`src/rtl/sio3_pkg.sv`:
```
`timescale 1ns/1ps
package sio3_pkg;
  localparam int WORD_W = 16;
  localparam int LEN_W  = 3;

  typedef enum logic [1:0] {PH_CMD, PH_DATA, PH_CRC, PH_DONE} phase_e;

  typedef struct packed {
    logic             crc_en;
    logic [LEN_W-1:0] len_m1;
    logic             auto_inc;
    logic             rd;
    logic [7:0]       addr;
  } cmd_t;

  function automatic cmd_t decode_cmd(input logic [WORD_W-1:0] w);
    cmd_t c;
    c.crc_en   = w[15];
    c.len_m1   = w[14:12];
    c.auto_inc = w[11];
    c.rd       = w[10];
    c.addr     = w[7:0];
    return c;
  endfunction

  function automatic logic [7:0] crc8_step(input logic [7:0] c, input logic b);
    return {c[6:0], 1'b0} ^ ((c[7] ^ b) ? 8'h07 : 8'h00);
  endfunction
endpackage

```
`src/rtl/sio3_edge_sync.sv`:
```
`timescale 1ns/1ps
module sio3_edge_sync #(
  parameter int SYNC = 2
) (
  input  logic clk,
  input  logic rst_n,
  input  logic sclk,
  input  logic cs_n,
  input  logic sio_in,
  output logic sclk_rise,
  output logic sclk_fall,
  output logic cs_fall,
  output logic cs_high,
  output logic din
);
  logic [SYNC:0]   sclk_p;
  logic [SYNC:0]   cs_p;
  logic [SYNC-1:0] din_p;

  always_ff @(posedge clk) begin
    if (!rst_n) begin
      sclk_p <= '0;
      cs_p   <= '1;
      din_p  <= '0;
    end else begin
      sclk_p <= {sclk_p[SYNC-1:0], sclk};
      cs_p   <= {cs_p[SYNC-1:0], cs_n};
      din_p  <= {din_p[SYNC-2:0], sio_in};
    end
  end

  assign sclk_rise = sclk_p[SYNC-1] & ~sclk_p[SYNC];
  assign sclk_fall = ~sclk_p[SYNC-1] & sclk_p[SYNC];
  assign cs_fall   = ~cs_p[SYNC-1] & cs_p[SYNC];
  assign cs_high   = cs_p[SYNC-1];
  assign din       = din_p[SYNC-1];
endmodule

```
`src/rtl/sio3_reset_seq.sv`:
```
`timescale 1ns/1ps
module sio3_reset_seq #(
  parameter int RST_CYCLES = 32
) (
  input  logic clk,
  input  logic rst_n,
  input  logic soft_req,
  input  logic cs_fall,
  output logic rst_busy,
  output logic locked,
  output logic hold
);
  localparam int CW = $clog2(RST_CYCLES + 1);
  logic [CW-1:0] cnt;

  always_ff @(posedge clk) begin
    if (!rst_n) begin
      cnt      <= '0;
      rst_busy <= 1'b0;
      locked   <= 1'b0;
    end else if (soft_req) begin
      cnt      <= CW'(RST_CYCLES - 1);
      rst_busy <= 1'b1;
      locked   <= 1'b1;
    end else if (rst_busy) begin
      if (cnt == '0) rst_busy <= 1'b0;
      else           cnt      <= cnt - 1'b1;
    end else if (locked && cs_fall) begin
      locked <= 1'b0;
    end
  end

  // engine stays idle while locked, except on the unlocking select edge
  assign hold = rst_busy | (locked & ~cs_fall);
endmodule

```
`src/rtl/sio3_regfile.sv`:
```
`timescale 1ns/1ps
module sio3_regfile #(
  parameter int N_REGS = 8,
  parameter int W      = 16
) (
  input  logic         clk,
  input  logic         rst_n,
  input  logic         clr,
  input  logic         we,
  input  logic [7:0]   waddr,
  input  logic [W-1:0] wdata,
  input  logic [7:0]   raddr,
  output logic [W-1:0] rdata
);
  localparam int AW = (N_REGS > 1) ? $clog2(N_REGS) : 1;
  logic [W-1:0] word_arr [N_REGS];

  for (genvar i = 0; i < N_REGS; i++) begin : g_reg
    logic [W-1:0] q;
    always_ff @(posedge clk) begin
      if (!rst_n)                          q <= '0;
      else if (clr)                        q <= '0;
      else if (we && waddr == 8'(i))       q <= wdata;
    end
    assign word_arr[i] = q;
  end

  assign rdata = ({1'b0, raddr} < 9'(N_REGS)) ? word_arr[raddr[AW-1:0]] : '0;
endmodule

```
`src/rtl/sio3_frame_engine.sv`:
```
`timescale 1ns/1ps
module sio3_frame_engine
  import sio3_pkg::*;
#(
  parameter int STAGE_D = 1 << LEN_W
) (
  input  logic              clk,
  input  logic              rst_n,
  input  logic              hold,
  input  logic              sclk_rise,
  input  logic              sclk_fall,
  input  logic              cs_fall,
  input  logic              cs_high,
  input  logic              din,
  input  logic [WORD_W-1:0] rdata,
  output logic [7:0]        raddr,
  output logic              we,
  output logic [7:0]        waddr,
  output logic [WORD_W-1:0] wdata,
  output logic              sio_out,
  output logic              sio_oe
);
  localparam int SW = $clog2(STAGE_D + 1);
  localparam int IW = $clog2(STAGE_D);

  logic              active;
  phase_e            phase;
  logic [3:0]        bitcnt;
  logic [WORD_W-1:0] rx_sr, tx_sr;
  cmd_t              cmd;
  logic [7:0]        addr;
  logic [LEN_W-1:0]  words_left;
  logic [7:0]        crc;
  logic [7:0]        stage_addr [STAGE_D];
  logic [WORD_W-1:0] stage_data [STAGE_D];
  logic [SW-1:0]     stage_cnt, drain_left;
  logic [IW-1:0]     drain_idx;
  logic              draining;

  logic [WORD_W-1:0] next_word;
  logic              word_done;
  logic [7:0]        addr_nxt;
  logic              tx_phase;

  assign next_word = {rx_sr[WORD_W-2:0], din};
  assign word_done = sclk_rise && bitcnt == 4'd15;
  assign addr_nxt  = cmd.auto_inc ? addr + 8'd1 : addr;
  assign raddr     = (phase == PH_CMD) ? next_word[7:0] : addr_nxt;
  assign tx_phase  = active && cmd.rd && (phase == PH_DATA || phase == PH_CRC);
  assign sio_oe    = tx_phase;

  always_ff @(posedge clk) begin
    if (!rst_n) begin
      active <= 1'b0; phase <= PH_CMD; bitcnt <= '0; rx_sr <= '0; tx_sr <= '0;
      cmd <= '0; addr <= '0; words_left <= '0; crc <= 8'hFF;
      stage_cnt <= '0; drain_left <= '0; drain_idx <= '0; draining <= 1'b0;
      we <= 1'b0; waddr <= '0; wdata <= '0; sio_out <= 1'b0;
    end else if (hold) begin
      active   <= 1'b0;
      draining <= 1'b0;
      we       <= 1'b0;
    end else begin
      we <= 1'b0;
      if (draining) begin
        we        <= 1'b1;
        waddr     <= stage_addr[drain_idx];
        wdata     <= stage_data[drain_idx];
        drain_idx <= drain_idx + 1'b1;
        drain_left <= drain_left - 1'b1;
        if (drain_left == SW'(1)) draining <= 1'b0;
      end
      if (cs_fall) begin
        active    <= 1'b1;
        phase     <= PH_CMD;
        bitcnt    <= '0;
        crc       <= 8'hFF;
        stage_cnt <= '0;
      end else if (cs_high) begin
        active <= 1'b0;
      end else if (active) begin
        if (sclk_rise && phase != PH_DONE) begin
          rx_sr  <= next_word;
          bitcnt <= bitcnt + 4'd1;
          if (phase == PH_CMD || (phase == PH_DATA && !cmd.rd))
            crc <= crc8_step(crc, din);
          if (word_done) begin
            unique case (phase)
              PH_CMD: begin
                cmd        <= decode_cmd(next_word);
                addr       <= next_word[7:0];
                words_left <= next_word[14:12];
                tx_sr      <= rdata;
                phase      <= PH_DATA;
              end
              PH_DATA: begin
                if (!cmd.rd) begin
                  if (cmd.crc_en) begin
                    stage_addr[stage_cnt[IW-1:0]] <= addr;
                    stage_data[stage_cnt[IW-1:0]] <= next_word;
                    stage_cnt <= stage_cnt + 1'b1;
                  end else begin
                    we    <= 1'b1;
                    waddr <= addr;
                    wdata <= next_word;
                  end
                end else begin
                  tx_sr <= rdata;
                end
                addr <= addr_nxt;
                if (words_left == '0) begin
                  phase <= cmd.crc_en ? PH_CRC : PH_DONE;
                  if (cmd.rd && cmd.crc_en) tx_sr <= {8'h00, crc};
                end else begin
                  words_left <= words_left - 1'b1;
                end
              end
              PH_CRC: begin
                if (!cmd.rd && next_word[7:0] == crc && stage_cnt != '0) begin
                  draining   <= 1'b1;
                  drain_idx  <= '0;
                  drain_left <= stage_cnt;
                end
                phase <= PH_DONE;
              end
              default: phase <= PH_DONE;
            endcase
          end
        end
        if (sclk_fall && tx_phase) begin
          sio_out <= tx_sr[WORD_W-1];
          tx_sr   <= {tx_sr[WORD_W-2:0], 1'b0};
          if (phase == PH_DATA) crc <= crc8_step(crc, tx_sr[WORD_W-1]);
        end
      end
    end
  end
endmodule

```
`src/rtl/spi3w_reg_slave.sv`:
```
`timescale 1ns/1ps
module spi3w_reg_slave
  import sio3_pkg::*;
#(
  parameter int N_REGS      = 8,
  parameter int CFG_ADDR    = 0,
  parameter int SRST_BIT    = 15,
  parameter int RST_CYCLES  = 32,
  parameter int SYNC_STAGES = 2
) (
  input  logic clk,
  input  logic rst_n,
  input  logic sclk,
  input  logic cs_n,
  input  logic sio_in,
  output logic sio_out,
  output logic sio_oe
);
  logic sclk_rise, sclk_fall, cs_fall, cs_high, din;
  logic rst_busy, bus_locked, hold, soft_req;
  logic we;
  logic [7:0] waddr, raddr;
  logic [WORD_W-1:0] wdata, rdata;

  sio3_edge_sync #(.SYNC(SYNC_STAGES)) u_sync (
    .clk(clk), .rst_n(rst_n), .sclk(sclk), .cs_n(cs_n), .sio_in(sio_in),
    .sclk_rise(sclk_rise), .sclk_fall(sclk_fall), .cs_fall(cs_fall),
    .cs_high(cs_high), .din(din)
  );

  assign soft_req = we && waddr == 8'(CFG_ADDR) && wdata[SRST_BIT];

  sio3_reset_seq #(.RST_CYCLES(RST_CYCLES)) u_rst (
    .clk(clk), .rst_n(rst_n), .soft_req(soft_req), .cs_fall(cs_fall),
    .rst_busy(rst_busy), .locked(bus_locked), .hold(hold)
  );

  sio3_frame_engine u_eng (
    .clk(clk), .rst_n(rst_n), .hold(hold), .sclk_rise(sclk_rise),
    .sclk_fall(sclk_fall), .cs_fall(cs_fall), .cs_high(cs_high), .din(din),
    .rdata(rdata), .raddr(raddr), .we(we), .waddr(waddr), .wdata(wdata),
    .sio_out(sio_out), .sio_oe(sio_oe)
  );

  sio3_regfile #(.N_REGS(N_REGS), .W(WORD_W)) u_regs (
    .clk(clk), .rst_n(rst_n), .clr(rst_busy), .we(we), .waddr(waddr),
    .wdata(wdata), .raddr(raddr), .rdata(rdata)
  );
endmodule

```
`config.mk`:
```
export PLATFORM = sky130hd
export DESIGN_NAME = spi3w_reg_slave
export DESIGN_NICKNAME = d
export VERILOG_FILES = /design/src/rtl/sio3_pkg.sv /design/src/rtl/sio3_edge_sync.sv /design/src/rtl/sio3_reset_seq.sv /design/src/rtl/sio3_regfile.sv /design/src/rtl/sio3_frame_engine.sv /design/src/rtl/spi3w_reg_slave.sv
export SDC_FILE = /design/constraint.sdc
export NUM_CORES = 1
export LEC_CHECK = 0
export ABC_AREA = 1
export BUFFER_PORTS_ARGS = -buffer_cell sky130_fd_sc_hd__buf_2
export CORE_UTILIZATION = 50
export CTS_CLUSTER_DIAMETER = 30
export CTS_CLUSTER_SIZE = 16
export DETAILED_ROUTE_END_ITERATION = 12
export GPL_ROUTABILITY_DRIVEN = 1
export PLACE_DENSITY = 0.69
export REMOVE_ABC_BUFFERS = 1
export SYNTH_ARGS = -nofsm -noshare
export SYNTH_HDL_FRONTEND = slang
export SYNTH_HIERARCHICAL = 1
export SYNTH_SLANG_ARGS = --single-unit
```
`constraint.sdc`:
```
create_clock -name clk -period 7.26 [get_ports clk]
set_input_delay 0.363 -clock clk [delete_from_list [all_inputs] [get_ports clk]]
set_output_delay 0.363 -clock clk [all_outputs]
set_load 0.01 [all_outputs]
```
==> results.cfg <==
[pwr]
post-layout-total-power_mw = 6.77
ir_drop_mv = 0.246
p_leak_nw = 9.62
power_density_nw_per_um2 = 282

[setup_path]
worst_r2r_path_depth = 16
cp_cell_sequence = inv_1 -> ha_1 -> nand2_1 -> o21ai_4 -> buf_4 -> inv_2 -> buf_4 -> or2_2 -> nand2_1 -> nand2_1 -> nor2_1 -> nor2_1 -> o211ai_1 -> nand3_1 -> nand2_1 -> nor2_1
crit-reg2reg-launch = u_eng/phase[0]
worstSetupStartpointType = flip-flop
endpoint_type_of_the_worst_setup_path = flip-flop
setup.worst_path.end = u_eng/tx_sr[15]
crit_type = flip-flop to flip-flop
worst-path-max-fanout = 66
required_ns = 7.75
first_element_of_the_critical_path = u_eng/phase[0]
cpPeakStageDelay_ns = 0.57
critical_path_arrival_ns = 4.11
timing.critical_path.slowest_stage_cell = buf_4
crit_top_cell = nand2_1
regToRegSetupSlack_ns = 3.63
critical_path.reg2reg.endpoint = u_eng/tx_sr[15]

[synth]
synth.ff_latch_count = 437
synth-adder-area-share_pct = 0.905
dominantRegCellSynth = dfxtp_1
yosys.area_share.simple_pct = 29.8
netlist_instances = 2696
synth.mux.area_fraction_pct = 0.0483
synth_area_um2 = 20700
synth_top_family_by_area = simple AND/OR/NAND/NOR gates
synthesis.yosys.warnings = 6
syn-mean-instance-area_um2 = 7.69
number_of_enable_type_register_cells_in_the_synthesized_netlist = 192
synth.lib_cells_used.distinct = 40
synth_xor_xnor_area_share_pct = 0.676
compound_gate_portion_of_the_synthesized_area_pct = 9.68
synth_async_sr_flop_share_pct = 0
fraction_of_the_yosys_area_taken_by_sequential_cells_pct = 51.5

[clocking]
cts_tree = done
path_clk_slew_ns = 0.05
clock_tree.htree_level_count = 3
post_cts_sizing = 0
cts_root_buf = clkbuf_16
clock_sinks = 437
tritoncts.num_buffers = 89
clock_latency_ns = 0.62
cts_max_path_buffers = 3

[layout]
filler_cell_count = 3493
num-nets-final = 2687
fraction_of_final_layout_cells_with_drive_strength_greater_than_1_pct = 8.94
area_growth_syn_to_layout_pct = 16.0
multiInputGateArea_um2 = 8580
area.sequential_um2 = 10700
most-common-layout-cells = 586 x nor2_1, 505 x nand2_1, 301 x nand3_1
antenna_cells = 0
mostFrequentLayoutCell = nor2_1

[grt]
groute.usage.overall_pct = 28.5
antenna_found_initial = 0
grt_start_max_net_pins = 97
globalRouteOverflowTotal = 0
grt_pass1_wl_mm = 93.8
first_global_vias = 17700

[detailed_routing]
detail_route.wl_per_cell_um = 18.1
drt_iter0_drc = 1811
antenna_violating_nets_post_route = 0
via_per_inst = 5.59
drt_pre_antenna_iters = 6
drt_wirelength_mm = 59.1
detail_route.drc_violations = 0
routed-via-count = 18300

[floorplan]
die-width_um = 206
die_area_um2 = 42300
placement_rows = 74
core_region_area_um2 = 40800
initial_core_util_pct = 50.8
ios = 7
die_h_um = 206

[place]
place.port_buffers = 6
dp_worst_setup_slack_ns = 3.73
gp_routability_congestion = 0.864
dp.final_hpwl_mm = 33.3

[timing]
finClkSkew_ns = 0.0233
layout_min_cycle_time_ns = 3.63
hold_violations = 0
setup_viol = 0
fin_crit_share_pct = 50.0
max_freq_ghz = 0.276
timing_worst_slew_pin_value_ns = 1.17
max-slew-margin-rel_pct = 21.8
finalSetupTns_ns = 0
setup_ws_ns = 3.63
grt_setup_unrepaired = no
maxSlewViolCount = 0

[min_path]
holdCritPathClass = input port to flip-flop

[job]
cap_violations = 0

[outcome]
status = completed
## metrics by stage
stage	instance area, um2	hold slack (ns)	utilization [%]	cells
after floorplan	20000	0.380	-	2540
after global placement	21000	0.387	51.3	3105
after detailed placement	21000	0.397	51.3	3105
after CTS	24000	0.357	58.9	3273
after global routing	24000	0.400	58.9	3273
final	24000	0.369	58.9	3273
## where the power goes
| group | internal, mW | leakage, nW | switching (mW) | total (mW) |
|---|---|---|---|---|
| sequential | 2.56 | 3.61 | 0.00384 | 2.56 |
| combinational | 0.0348 | 4.55 | 0.0750 | 0.110 |
| clock | 2.73 | 1.47 | 1.38 | 4.10 |
## per-layer routing
metal	vias up	global-route usage, %	part of all wire, %
met4	0	13.8	3.8
met1	8577	37.0	41
met2	819	46.1	46
li1	8751	-	-
met5	-	0	0
met3	153	4.62	8.8
## final cells by class
cell class	count	share of cell area (%)
Clock buffer	111	10.0
Clock inverter	54	2.67
Inverter	217	3.39
Multi-Input combinational cell	1886	35.7
Sequential cell	437	44.4
Tap cell	532	2.77
Timing Repair Buffer	36	1.09
## synth_stat cells, drive strengths merged, types with 2 or more instances
cell	instances	area share (%)
nand2	512	9.4
xnor2	6	0.25
inv	215	3.9
ha	15	0.91
nand4	6	0.25
clkinv	2	0.036
edfxtp	192	28
o21ai	222	5.4
nor3	13	0.37
dfxtp	245	24
a22oi	31	1.1
o211ai	8	0.29
buf	84	2.2
a21oi	116	2.8
xor2	10	0.42
nand3b	2	0.072
or2	17	0.51
nor2	617	12
nand3	306	7.5
clkbuf	72	1.3
## worst min-delay path by stage
stage / startpoint / endpoint / slack [ns] / depth (start not counted)
floorplan: u_sync/cs_p[0] / u_sync/cs_p[1] / 0.38 / 2
global placement: u_sync/cs_p[0] / u_sync/cs_p[1] / 0.39 / 2
detailed placement: u_sync/cs_p[0] / u_sync/cs_p[1] / 0.40 / 2
CTS: rst_n / u_sync/cs_p[1] / 0.36 / 3
global route: rst_n / u_sync/cs_p[0] / 0.40 / 3
finish: rst_n / u_sync/cs_p[1] / 0.37 / 3
## cells by family after synthesis
kind of cell / count (synthesis)
fa+ha+maj: 15
flops: 437
compound gates: 380
xor+xnor: 16
mux: 1
buf+inv: 373
simple gates: 1474
## flip-flops by register name (all words and copies together) (netlist names), 8 cells and up, named ones only
name / flops
u_eng/tx_sr: 16
u_eng/crc: 8
u_eng/stage_data: 128
u_regs/g.q: 128
u_eng/addr: 8
u_eng/waddr: 8
u_eng/stage_addr: 64
u_eng/wdata: 16
u_eng/rx_sr: 15
## worst max-delay path, delay by kind of cell, from the launching register on
family,cells,cell delay (ns)
AO/OA/AOI/OAI,2,0.25
adder cells (fa/ha/maj),1,0.48
buffers and inverters,4,1.36
flip-flops,1,0.33
AND/OR/NAND/NOR,9,1.02
## timing repair
item / CTS / global route
hold endpoints to repair: 3 / 0
endpoints found under the setup margin: 0 / 0
hold buffers: 3 / 0
setup buffers: 0 / 0
Note: power is estimated with default switching activity, not from simulation.
